File: config.mk
export PLATFORM = sky130hd
export DESIGN_NAME = stm1_framer
export DESIGN_NICKNAME = d
export VERILOG_FILES = /design/src/rtl/stm1_framer_pkg.sv /design/src/rtl/stm1_framer_window.sv /design/src/rtl/stm1_framer_grid.sv /design/src/rtl/stm1_framer_sync.sv /design/src/rtl/stm1_framer_oh_class.sv /design/src/rtl/stm1_framer.sv
export SDC_FILE = /design/constraint.sdc
export NUM_CORES = 1
export LEC_CHECK = 0
export BUFFER_PORTS_ARGS = -buffer_cell sky130_fd_sc_hd__buf_4
export CAP_MARGIN = 20
export CORE_ASPECT_RATIO = 1.4
export CORE_MARGIN = 2
export CORE_UTILIZATION = 35
export CTS_CLUSTER_DIAMETER = 120
export DETAILED_ROUTE_END_ITERATION = 6
export PLACE_DENSITY = 0.52
export SKIP_LAST_GASP = 1
export SYNTH_ARGS = -nofsm -noshare
export SYNTH_HDL_FRONTEND = slang
export SYNTH_SLANG_ARGS = --single-unit
File: constraint.sdc
create_clock -name clk -period 8.3 [get_ports clk]
set_input_delay 0.415 -clock clk [delete_from_list [all_inputs] [get_ports clk]]
set_output_delay 0.415 -clock clk [all_outputs]
set_load 0.02 [all_outputs]
File: src/rtl/stm1_framer_pkg.sv
// Package: shared alignment state type for the STM-1 frame aligner.
// Assumes nothing beyond IEEE 1800-2017 enums.
package stm1_framer_pkg;

    // Alignment states: hunting for the word, confirming it, and locked.
    typedef enum logic [1:0] {
        ST_HUNT    = 2'd0,
        ST_CONFIRM = 2'd1,
        ST_LOCKED  = 2'd2
    } align_state_t;

endpackage

File: src/rtl/stm1_framer_window.sv
// Module: sliding comparison window over the last PAT_LEN accepted bytes.
// It keeps PAT_LEN-1 older bytes in a shift register and compares them,
// together with the byte now presented, against A1_CNT copies of A1_BYTE
// followed by A2_CNT copies of A2_BYTE (oldest first).
// Assumes PAT_LEN >= 2; match is combinational on the current byte.
module stm1_framer_window #(
    parameter int          DATA_W  = 8,
    parameter int          A1_CNT  = 3,
    parameter int          A2_CNT  = 3,
    parameter logic [7:0]  A1_BYTE = 8'hF6,
    parameter logic [7:0]  A2_BYTE = 8'h28
) (
    input  logic              clk,
    input  logic              rst_n,
    input  logic              shift_en,
    input  logic [DATA_W-1:0] byte_in,
    output logic              match
);
    localparam int PAT_LEN = A1_CNT + A2_CNT;
    localparam int HIST_N  = PAT_LEN - 1;

    logic [HIST_N-1:0][DATA_W-1:0] hist_q;   // index 0 is the newest
    logic [PAT_LEN-1:0]            hit;

    // Shift the accepted byte into the history.
    always_ff @(posedge clk) begin
        if (!rst_n) begin
            hist_q <= '0;
        end else if (shift_en) begin
            hist_q <= {hist_q[HIST_N-2:0], byte_in};
        end
    end

    // One comparator per window slot; slot PAT_LEN-1 is the current byte.
    for (genvar k = 0; k < PAT_LEN; k++) begin : g_slot
        localparam logic [DATA_W-1:0] EXP = (k < A1_CNT) ? DATA_W'(A1_BYTE)
                                                         : DATA_W'(A2_BYTE);
        if (k == PAT_LEN - 1) begin : g_cur
            assign hit[k] = (byte_in == EXP);
        end else begin : g_old
            assign hit[k] = (hist_q[PAT_LEN-2-k] == EXP);
        end
    end

    assign match = &hit;

endmodule

File: src/rtl/stm1_framer_grid.sv
// Module: row/column position counter of the frame grid.
// q outputs hold the position the next accepted byte will take, and cur
// outputs give the position of the byte accepted this cycle. A load forces
// that byte to row 0, column LOAD_COL. Counting happens on step only.
// Assumes ROWS >= 2 and COLS > LOAD_COL.
module stm1_framer_grid #(
    parameter int ROWS     = 9,
    parameter int COLS     = 270,
    parameter int LOAD_COL = 5,
    parameter int ROW_W    = 4,
    parameter int COL_W    = 9
) (
    input  logic             clk,
    input  logic             rst_n,
    input  logic             step,
    input  logic             load,
    output logic [ROW_W-1:0] row_q,
    output logic [COL_W-1:0] col_q,
    output logic [ROW_W-1:0] cur_row,
    output logic [COL_W-1:0] cur_col
);
    // Position of the byte being accepted now.
    always_comb begin
        if (load) begin
            cur_row = '0;
            cur_col = COL_W'(LOAD_COL);
        end else begin
            cur_row = row_q;
            cur_col = col_q;
        end
    end

    // Advance past the accepted byte, wrapping column then row.
    always_ff @(posedge clk) begin
        if (!rst_n) begin
            row_q <= '0;
            col_q <= '0;
        end else if (step) begin
            if (cur_col == COL_W'(COLS - 1)) begin
                col_q <= '0;
                row_q <= (cur_row == ROW_W'(ROWS - 1)) ? '0 : cur_row + 1'b1;
            end else begin
                col_q <= cur_col + 1'b1;
                row_q <= cur_row;
            end
        end
    end

endmodule

File: src/rtl/stm1_framer_sync.sv
// Module: alignment state machine with confirm and loss counters.
// Hunting: a window match loads the grid and starts confirmation. At the
// check position a match counts toward CONFIRM_FRAMES; a miss while
// confirming goes back to hunting. Locked: LOSS_FRAMES misses in a row
// drop lock and set the latched loss alarm, which clears on relock.
// Assumes at_check is derived from the registered grid position.
module stm1_framer_sync
    import stm1_framer_pkg::*;
#(
    parameter int CONFIRM_FRAMES = 2,
    parameter int LOSS_FRAMES    = 4
) (
    input  logic         clk,
    input  logic         rst_n,
    input  logic         step,
    input  logic         match,
    input  logic         at_check,
    output logic         load,
    output align_state_t state_q,
    output align_state_t state_d,
    output logic         lof_q
);
    localparam int GOOD_W = $clog2(CONFIRM_FRAMES + 1);
    localparam int BAD_W  = $clog2(LOSS_FRAMES + 1);

    logic [GOOD_W-1:0] good_q, good_d;
    logic [BAD_W-1:0]  bad_q,  bad_d;
    logic              lof_d;

    // Next-state and counter decisions for the byte accepted now.
    always_comb begin
        state_d = state_q;
        good_d  = good_q;
        bad_d   = bad_q;
        lof_d   = lof_q;
        load    = 1'b0;
        case (state_q)
            ST_HUNT: begin
                if (step && match) begin
                    load   = 1'b1;
                    good_d = GOOD_W'(1);
                    bad_d  = '0;
                    if (CONFIRM_FRAMES <= 1) begin
                        state_d = ST_LOCKED;
                        lof_d   = 1'b0;
                    end else begin
                        state_d = ST_CONFIRM;
                    end
                end
            end
            ST_CONFIRM: begin
                if (step && at_check) begin
                    if (!match) begin
                        state_d = ST_HUNT;
                    end else if (good_q == GOOD_W'(CONFIRM_FRAMES - 1)) begin
                        state_d = ST_LOCKED;
                        lof_d   = 1'b0;
                        bad_d   = '0;
                    end else begin
                        good_d = good_q + 1'b1;
                    end
                end
            end
            ST_LOCKED: begin
                if (step && at_check) begin
                    if (match) begin
                        bad_d = '0;
                    end else if (bad_q == BAD_W'(LOSS_FRAMES - 1)) begin
                        state_d = ST_HUNT;
                        lof_d   = 1'b1;
                        bad_d   = '0;
                    end else begin
                        bad_d = bad_q + 1'b1;
                    end
                end
            end
            default: state_d = ST_HUNT;
        endcase
    end

    // Register state, counters and the loss alarm.
    always_ff @(posedge clk) begin
        if (!rst_n) begin
            state_q <= ST_HUNT;
            good_q  <= '0;
            bad_q   <= '0;
            lof_q   <= 1'b0;
        end else begin
            state_q <= state_d;
            good_q  <= good_d;
            bad_q   <= bad_d;
            lof_q   <= lof_d;
        end
    end

endmodule

File: src/rtl/stm1_framer_oh_class.sv
// Module: classifies a grid position into overhead kind and frame start.
// Columns below OH_COLS are overhead. Rows below RS_ROWS are regenerator
// overhead, row PTR_ROW is the pointer row (neither), and later rows are
// multiplex overhead. All outputs are forced low when not aligned.
// Assumes RS_ROWS <= PTR_ROW < ROWS.
module stm1_framer_oh_class #(
    parameter int ROWS    = 9,
    parameter int OH_COLS = 9,
    parameter int RS_ROWS = 3,
    parameter int PTR_ROW = 3,
    parameter int ROW_W   = 4,
    parameter int COL_W   = 9
) (
    input  logic [ROW_W-1:0] row,
    input  logic [COL_W-1:0] col,
    input  logic             aligned,
    output logic             rs_oh,
    output logic             ms_oh,
    output logic             sof
);
    logic in_oh_cols;

    // Decode the position against the overhead layout.
    always_comb begin
        in_oh_cols = (col < COL_W'(OH_COLS));
        rs_oh = aligned && in_oh_cols && (row < ROW_W'(RS_ROWS));
        ms_oh = aligned && in_oh_cols && (row > ROW_W'(PTR_ROW))
                        && (row < ROW_W'(ROWS));
        sof   = aligned && (row == '0) && (col == '0);
    end

endmodule

File: src/rtl/stm1_framer.sv
// Module: STM-1 frame aligner and section overhead marker (top).
// It accepts one byte per clock when in_valid is high, finds and tracks the
// framing word, and presents each byte one clock later with its grid
// position, overhead markers and start-of-frame pulse.
// Assumes bytes arrive already octet-aligned and unscrambled framing bytes.
module stm1_framer #(
    parameter int          ROWS           = 9,
    parameter int          COLS           = 270,
    parameter int          OH_COLS        = 9,
    parameter int          RS_ROWS        = 3,
    parameter int          PTR_ROW        = 3,
    parameter int          A1_CNT         = 3,
    parameter int          A2_CNT         = 3,
    parameter logic [7:0]  A1_BYTE        = 8'hF6,
    parameter logic [7:0]  A2_BYTE        = 8'h28,
    parameter int          CONFIRM_FRAMES = 2,
    parameter int          LOSS_FRAMES    = 4
) (
    input  logic       clk,
    input  logic       rst_n,
    input  logic       in_valid,
    input  logic [7:0] in_byte,
    output logic       out_valid,
    output logic [7:0] out_byte,
    output logic       in_frame,
    output logic       loss_of_frame,
    output logic [3:0] row,
    output logic [8:0] col,
    output logic       rs_oh,
    output logic       ms_oh,
    output logic       sof
);
    import stm1_framer_pkg::*;

    localparam int ROW_W     = 4;
    localparam int COL_W     = 9;
    localparam int PAT_LEN   = A1_CNT + A2_CNT;
    localparam int CHECK_COL = PAT_LEN - 1;

    logic             match;
    logic             load;
    logic             at_check;
    logic [ROW_W-1:0] row_q, cur_row;
    logic [COL_W-1:0] col_q, cur_col;
    align_state_t     state_q, state_d;
    logic             lof_q;
    logic             rs_c, ms_c, sof_c;

    stm1_framer_window #(
        .DATA_W (8),
        .A1_CNT (A1_CNT),
        .A2_CNT (A2_CNT),
        .A1_BYTE(A1_BYTE),
        .A2_BYTE(A2_BYTE)
    ) u_window (
        .clk     (clk),
        .rst_n   (rst_n),
        .shift_en(in_valid),
        .byte_in (in_byte),
        .match   (match)
    );

    stm1_framer_grid #(
        .ROWS    (ROWS),
        .COLS    (COLS),
        .LOAD_COL(CHECK_COL),
        .ROW_W   (ROW_W),
        .COL_W   (COL_W)
    ) u_grid (
        .clk    (clk),
        .rst_n  (rst_n),
        .step   (in_valid),
        .load   (load),
        .row_q  (row_q),
        .col_q  (col_q),
        .cur_row(cur_row),
        .cur_col(cur_col)
    );

    // Check position taken from the registered grid to avoid a load loop.
    assign at_check = (row_q == '0) && (col_q == COL_W'(CHECK_COL));

    stm1_framer_sync #(
        .CONFIRM_FRAMES(CONFIRM_FRAMES),
        .LOSS_FRAMES   (LOSS_FRAMES)
    ) u_sync (
        .clk     (clk),
        .rst_n   (rst_n),
        .step    (in_valid),
        .match   (match),
        .at_check(at_check),
        .load    (load),
        .state_q (state_q),
        .state_d (state_d),
        .lof_q   (lof_q)
    );

    stm1_framer_oh_class #(
        .ROWS   (ROWS),
        .OH_COLS(OH_COLS),
        .RS_ROWS(RS_ROWS),
        .PTR_ROW(PTR_ROW),
        .ROW_W  (ROW_W),
        .COL_W  (COL_W)
    ) u_class (
        .row    (cur_row),
        .col    (cur_col),
        .aligned(state_d == ST_LOCKED),
        .rs_oh  (rs_c),
        .ms_oh  (ms_c),
        .sof    (sof_c)
    );

    // Output stage: one clock of delay, byte data and position held on gaps.
    always_ff @(posedge clk) begin
        if (!rst_n) begin
            out_valid <= 1'b0;
            out_byte  <= '0;
            row       <= '0;
            col       <= '0;
            rs_oh     <= 1'b0;
            ms_oh     <= 1'b0;
            sof       <= 1'b0;
        end else begin
            out_valid <= in_valid;
            rs_oh     <= in_valid && rs_c;
            ms_oh     <= in_valid && ms_c;
            sof       <= in_valid && sof_c;
            if (in_valid) begin
                out_byte <= in_byte;
                row      <= cur_row;
                col      <= cur_col;
            end
        end
    end

    assign in_frame      = (state_q == ST_LOCKED);
    assign loss_of_frame = lof_q;

endmodule

Yosys cells after proc, flatten, opt, wreduce, memory -nomap -nowiden
Cells that the tools add are included.
- flip-flop bits (word level): 78
- bits in latches: 0
- memory bits (writable): 0
- ROM bits: 0
- input port bits: 11
- output and inout port bits: 27
- word-level logic and storage cells: 105
- memories kept: 0
- $add $sub $neg: 4
- $mul: 0
- divide/modulo/power cells: 0
- $lt $le $gt $ge: 4
- eq/ne operators: 22
- shift operators: 0
- multiplexer cells: 35
- bitwise operators: 0
- reductions and logical operators: 23
- operators with widths (kind ; count):
    == test 8 x 6 -> 1 bit, second input constant ; 3
    == test 8 bit, second input constant ; 3
    2-to-1 mux 2 bit ; 11
    2-to-1 mux 3 bit ; 7
    2-to-1 mux 9 bit ; 2
    logical AND 1 bit ; 12
    2-to-1 mux 4 bit ; 3
    != test 2 x 1 -> 1 bit, second input constant ; 6
    AND reduction 6 bit ; 2
    adder 9 x 1 -> 9 bit, second input constant ; 1
    == test 9 x 3 -> 1 bit, second input constant ; 1
    == test 9 bit, second input constant ; 1
    zero test 9 bit ; 1
    less-than comparator 9 x 4 -> 1 bit, second input constant ; 1
    one-hot mux 3 bit (3 select lines) ; 1
    zero test 4 bit ; 2
    2-to-1 mux 1 bit ; 8
    AND reduction 7 bit ; 1
    one-hot mux 2 bit (3 select lines) ; 1
    AND reduction 5 bit ; 1
    adder 4 x 1 -> 4 bit, second input constant ; 1
    == test 2 x 1 -> 1 bit, second input constant ; 2
    == test 2 bit, second input constant ; 2
    == test 4 bit, second input constant ; 1
    other kinds (12) ; 14

Logic depth before layout (Yosys ltp)
- word-level depth: 11
- depth in mapped cells: 13
- depth with buffers taken out: 11

Modules after synthesis
A second synthesis with hierarchy kept.
- cells, all modules: 403
- area, all modules: 4031.4 sq um
- by module, submodules not included (module ; instances ; cells an instance ; area an instance (sq um) ; seq. area each (sq um)):
    stm1_framer_window ; 1 ; 145 ; 1629.1 ; 800.8
    stm1_framer ; 1 ; 83 ; 967.2 ; 500.5
    stm1_framer_grid ; 1 ; 112 ; 857.1 ; 260.2
    stm1_framer_sync ; 1 ; 49 ; 473.0 ; 160.2
    stm1_framer_oh_class ; 1 ; 14 ; 105.1 ; 0.0

Worst setup path after synthesis
OpenSTA, ideal clock, no wires.
- path type: input to register
- from: input in_byte[4]
- to: register u_grid.col_q[1]
- library setup time: 0.132 ns
- arrival time: 2.805 ns
- data required time: 8.168 ns
- setup slack: 5.362 ns
- cell stages on the path: 11
- buffers on the path: 2
- cells stage by stage: nand4bb_4 > or4b_1 > or4_1 > buf_2 > nand2_1 > ha_1 > nand4_1 > or2_1 > clkbuf_1 > o211ai_1 > a21oi_1
- longest elaborated chain between the ends: 8
- elaborated cells on any way between the ends: 9
- classes of those cells: add/sub (1); eq/ne (2); mux (4); reduce/logical (2)
- ends and longest elaborated chain (what ; RTL line ; text):
    start, declared ; stm1_framer.sv:22 ; input logic [7:0] in_byte,
    == test 8 x 6 -> 1 bit (*) ; stm1_framer_window.sv:39 ; assign hit[k] = (byte_in == EXP);
    AND reduction 6 bit (*) ; stm1_framer_window.sv:45 ; assign match = &hit;
    logical AND 1 bit (*) ; stm1_framer_sync.sv:39 ; if (step && match) begin
    2-to-1 mux 1 bit (*) ; stm1_framer_sync.sv:39 ;
    2-to-1 mux 1 bit (*) ; stm1_framer_sync.sv:37 ; case (state_q)
    2-to-1 mux 9 bit (*) ; stm1_framer_grid.sv:24 ; if (load) begin
    adder 9 x 1 -> 9 bit / == test 9 bit (equally long branches) ; stm1_framer_grid.sv:43, stm1_framer_grid.sv:39 ;
    2-to-1 mux 9 bit (*) ; stm1_framer_grid.sv:39 ; if (cur_col == COL_W'(COLS - 1)) begin
    end signal, assigned ; stm1_framer_grid.sv:43 ; col_q <= cur_col + 1'b1;
    end, declared ; stm1_framer_grid.sv:18 ; output logic [COL_W-1:0] col_q,
Mark *: on every way between the ends. The rest lies on a longest branch, timed or not.
A chain may end at the register's enable or synchronous reset.

Final worst setup path
- from: register u_window.hist_q[6] (netlist name)
- to: register u_grid.row_q[3]
- longest elaborated chain between the ends: 9
- elaborated cells on any way between the ends: 12
- classes of those cells: add/sub (1); eq/ne (3); mux (6); reduce/logical (2)
- ends and longest elaborated chain (what ; RTL line ; text):
    start, declared ; stm1_framer_window.sv:22 ; logic [HIST_N-1:0][DATA_W-1:0] hist_q;
    start signal, assigned ; stm1_framer_window.sv:30 ; hist_q <= {hist_q[HIST_N-2:0], byte_in};
    == test 8 x 6 -> 1 bit (*) ; stm1_framer_window.sv:41 ; assign hit[k] = (hist_q[PAT_LEN-2-k] == EXP);
    AND reduction 6 bit (*) ; stm1_framer_window.sv:45 ;
    logical AND 1 bit (*) ; stm1_framer_sync.sv:39 ;
    2-to-1 mux 1 bit (*) ; stm1_framer_sync.sv:39 ;
    2-to-1 mux 1 bit (*) ; stm1_framer_sync.sv:37 ;
    2-to-1 mux 4 bit ; stm1_framer_grid.sv:24 ;
    adder 4 x 1 -> 4 bit / == test 4 bit (equally long branches) ; stm1_framer_grid.sv:41 ; row_q <= (cur_row == ROW_W'(ROWS - 1)) ? '0 : cur_row + 1'b1;
    2-to-1 mux 4 bit ; stm1_framer_grid.sv:41 ;
    2-to-1 mux 4 bit (*) ; stm1_framer_grid.sv:39 ;
    end signal, assigned ; stm1_framer_grid.sv:41 ;
    end signal, assigned ; stm1_framer_grid.sv:44 ; row_q <= cur_row;
    end, declared ; stm1_framer_grid.sv:17 ; output logic [ROW_W-1:0] row_q,
Marks and branches as above.

==> results.sh <==
export IMPL_slew_headroom=0.4037
export IMPL_root_buffer="clkbuf_16"
export IMPL_diodes=0
export IMPL_clock_sinks=78
export IMPL_routed_wl_mm=8.681
export IMPL_grt_pass1_wl_mm=14.26
export IMPL_syn_nets=428
export IMPL_peakVddDrop_v=0.0001017
export IMPL_postSynthCellCount=410
export IMPL_routed_via_density=5.273
export IMPL_placed_area_um2=3958
export IMPL_grt_pass1_vias=2889
export IMPL_gp_congestion=0.9430
export IMPL_antenna_left=0
export IMPL_synthFlopType="dfxtp_1"
export IMPL_hold_viol=0
export IMPL_p_leak_nw=1.700
export IMPL_core_um2=10290
export IMPL_clk_latency_ns=0.34
export IMPL_synth_area_per_cell_um2=8.948
export IMPL_first_pass_iters=4
export IMPL_cts_hold_buf=0
export IMPL_synth_top_area_frac=0.4256
export IMPL_slew_viol_final=0
export IMPL_period_needed_ns=3.616
export IMPL_routedWlPerCell_um=15.28
export IMPL_drive_above_1_share=0.1349
export IMPL_hpwlAfterDp_mm=5.867
export IMPL_die_area_um2=11330
export IMPL_fillers=1050
export IMPL_crit_required_ns=8.59
export IMPL_tns_ns=0
export IMPL_maxClockFrequency_mhz=276.5
export IMPL_synth_area_um2=3669
export IMPL_status="complete, no violations"
export IMPL_start_util=0.3563
export IMPL_grt_max_degree=65
export IMPL_cp_arrival_ns=3.90
export IMPL_fp_dieW_um=90.53
export IMPL_tightestPinTransition_ns=0.8945
export IMPL_antenna_found_initial=0
export IMPL_yosysSeqAreaShare=0.4256
export IMPL_synthTopCellsByArea="dfxtp_1 43%, mux2i_1 11%, nor2_1 5.4%"
export IMPL_fp_dieH_um=125.1
export IMPL_drv_cap=0
export IMPL_ys_types=48
export IMPL_power_density_nw_per_um2=200.9
export IMPL_hp_class="in2reg"
export IMPL_post_route_drc_count=0
export IMPL_synth_edf_count=0
export IMPL_critical_path_class="reg2reg"
export IMPL_fp_row_count=44
export IMPL_synthToLayoutAreaGrowth_pct=16.51
export IMPL_cts_buffer_depth=2
export IMPL_postCtsSetupBuffers=0
export IMPL_clk_pin_slew_worst_paths_ns=0.06
export IMPL_cts_tree="built"
export IMPL_synth_top_area_cell="dfxtp_1"
export IMPL_via_count=2995
export IMPL_overflow=0
export IMPL_crit_path_end_kind="register"
export IMPL_cp_max_fo=24
export IMPL_htreeDepth=3
export IMPL_period_share=0.4357
export IMPL_pin_count=38
export IMPL_final_nets=443
export IMPL_design_area_um2=4274
export IMPL_start_kind="register"
export IMPL_rsz0062_at_grt="false"
export IMPL_grt_use_total=0.1567
export IMPL_async_reset_ff_frac=0
export IMPL_dr_first_iter_drc_count=122
export IMPL_setup_violations=0
export IMPL_synth_seq_cells=78
export IMPL_cts_buffers=9
export IMPL_cts_resized=0
export IMPL_skew_ns=0.007695
export IMPL_yosys_warnings=0
export IMPL_port_buffers=37
-- cell usage after synthesis, drive strengths merged (3+ instances only) --
cell type	instances
o211ai	5
nor4bb	6
nor2	53
nor4b	3
buf	15
a21oi	18
nand4	17
inv	11
clkbuf	21
a31oi	4
nor2b	4
or4	3
nand3	16
nand3b	12
mux2i	42
dfxtp	78
o2111ai	3
nor3	7
and4	5
nand2	22
nor4	6
o311ai	4
o21ai	11
nand2b	16
ha	7
-- layout by cell type, fill, tap and decap left out, types with 8 or more instances in the layout --
cell type,netlist,final
clkbuf_16,0,9
mux2i_1,42,42
nand2b_1,16,16
nand3b_1,12,12
nand2_1,22,22
nand4_1,17,17
buf_4,8,40
dfxtp_1,78,78
a21oi_1,18,18
nor2_1,53,53
inv_1,10,10
o21ai_0,8,8
nand3_1,16,16
-- worst max-delay path, stage by stage (launching register included) --
cell and delay [ns]:
dfxtp_1 0.34, nor4bb_1 0.47, nand4_1 0.25, or4_1 0.92, nand2_1 0.31, ha_1 0.21, nand4_1 0.14, or2_1 0.39
o311ai_1 0.33, nand3_1 0.11, nand2_1 0.09
-- state kept, by name (all words and copies together) (netlist names) --
register / count
col: 9
u_sync.good_q: 2
u_grid.row_q: 4
row: 4
u_sync.bad_q: 3
sof: 1
ms_oh: 1
u_sync.lof_q: 1
u_grid.col_q: 9
rs_oh: 1
out_valid: 1
u_sync.state_q: 2
u_window.hist_q: 40
-- stage by stage --
step	power (mW)	hold WS, ns	util	setup WS (ns)	cells
2_1_floorplan	0.4309	0.4123	-	5.362	410
3_3_place_gp	0.4448	0.4217	0.3844	4.574	552
3_5_place_dp	0.4452	0.4278	0.3844	4.507	552
4_1_cts	0.8683	0.3171	0.4152	4.667	568
5_1_grt	0.8882	0.3359	0.4152	4.350	568
6_report	0.8587	0.3218	0.4152	4.684	568
-- routing by layer --
metal / GRT usage / share of wire / vias to the layer above
met5: 0 / 0 / -
met4: 0.08235 / 0.026 / 0
met3: 0.03313 / 0.032 / 21
met2: 0.2730 / 0.52 / 63
met1: 0.1784 / 0.42 / 1408
li1: - / - / 1503
-- cell type report --
cell class                 count  area, um2  share of cell area
clock inverter                 4      70.07             0.01639
sequential                    78       1562              0.3653
inverter                      11      41.29            0.009660
timing repair buffer          40      300.3             0.07026
clock buffer                  12      246.5             0.05767
multi-input combinational    285       1882              0.4403
tap                          138      172.7             0.04040
-- power by group --
| part | internal [mW] | leakage, nW | total (mW) | switching [mW] |
|---|---|---|---|---|
| Clock | 0.271 | 0.157 | 0.422 | 0.152 |
| Sequential | 0.381 | 0.632 | 0.387 | 0.00609 |
| Combinational | 0.0210 | 0.912 | 0.0494 | 0.0285 |
-- logic make-up (layout without fill, tap and decap cells) --
family / count (synthesis) / after routing / synth area share
buffers and inverters: 47 / 67 / 0.06139
flip-flops: 78 / 78 / 0.4256
AO/OA/AOI/OAI: 53 / 53 / 0.09141
multiplexers: 42 / 42 / 0.1146
adder cells (fa/ha/maj): 7 / 7 / 0.02387
AND/OR/NAND/NOR: 183 / 183 / 0.2831
-- final timing paths --
kind | startpoint | end | slack [ns] | cells past startpoint
hold reg to reg | u_sync.bad_q[2] | u_sync.bad_q[2] | 0.43 | 2
setup / recovery | u_window.hist_q[6] | u_grid.row_q[3] | 4.68 | 10
hold / removal | in_byte[3] | u_window.hist_q[3] | 0.32 | 3
setup reg to reg | u_window.hist_q[6] | u_grid.row_q[3] | 4.68 | 10
Power figures use the tool's default switching activity.
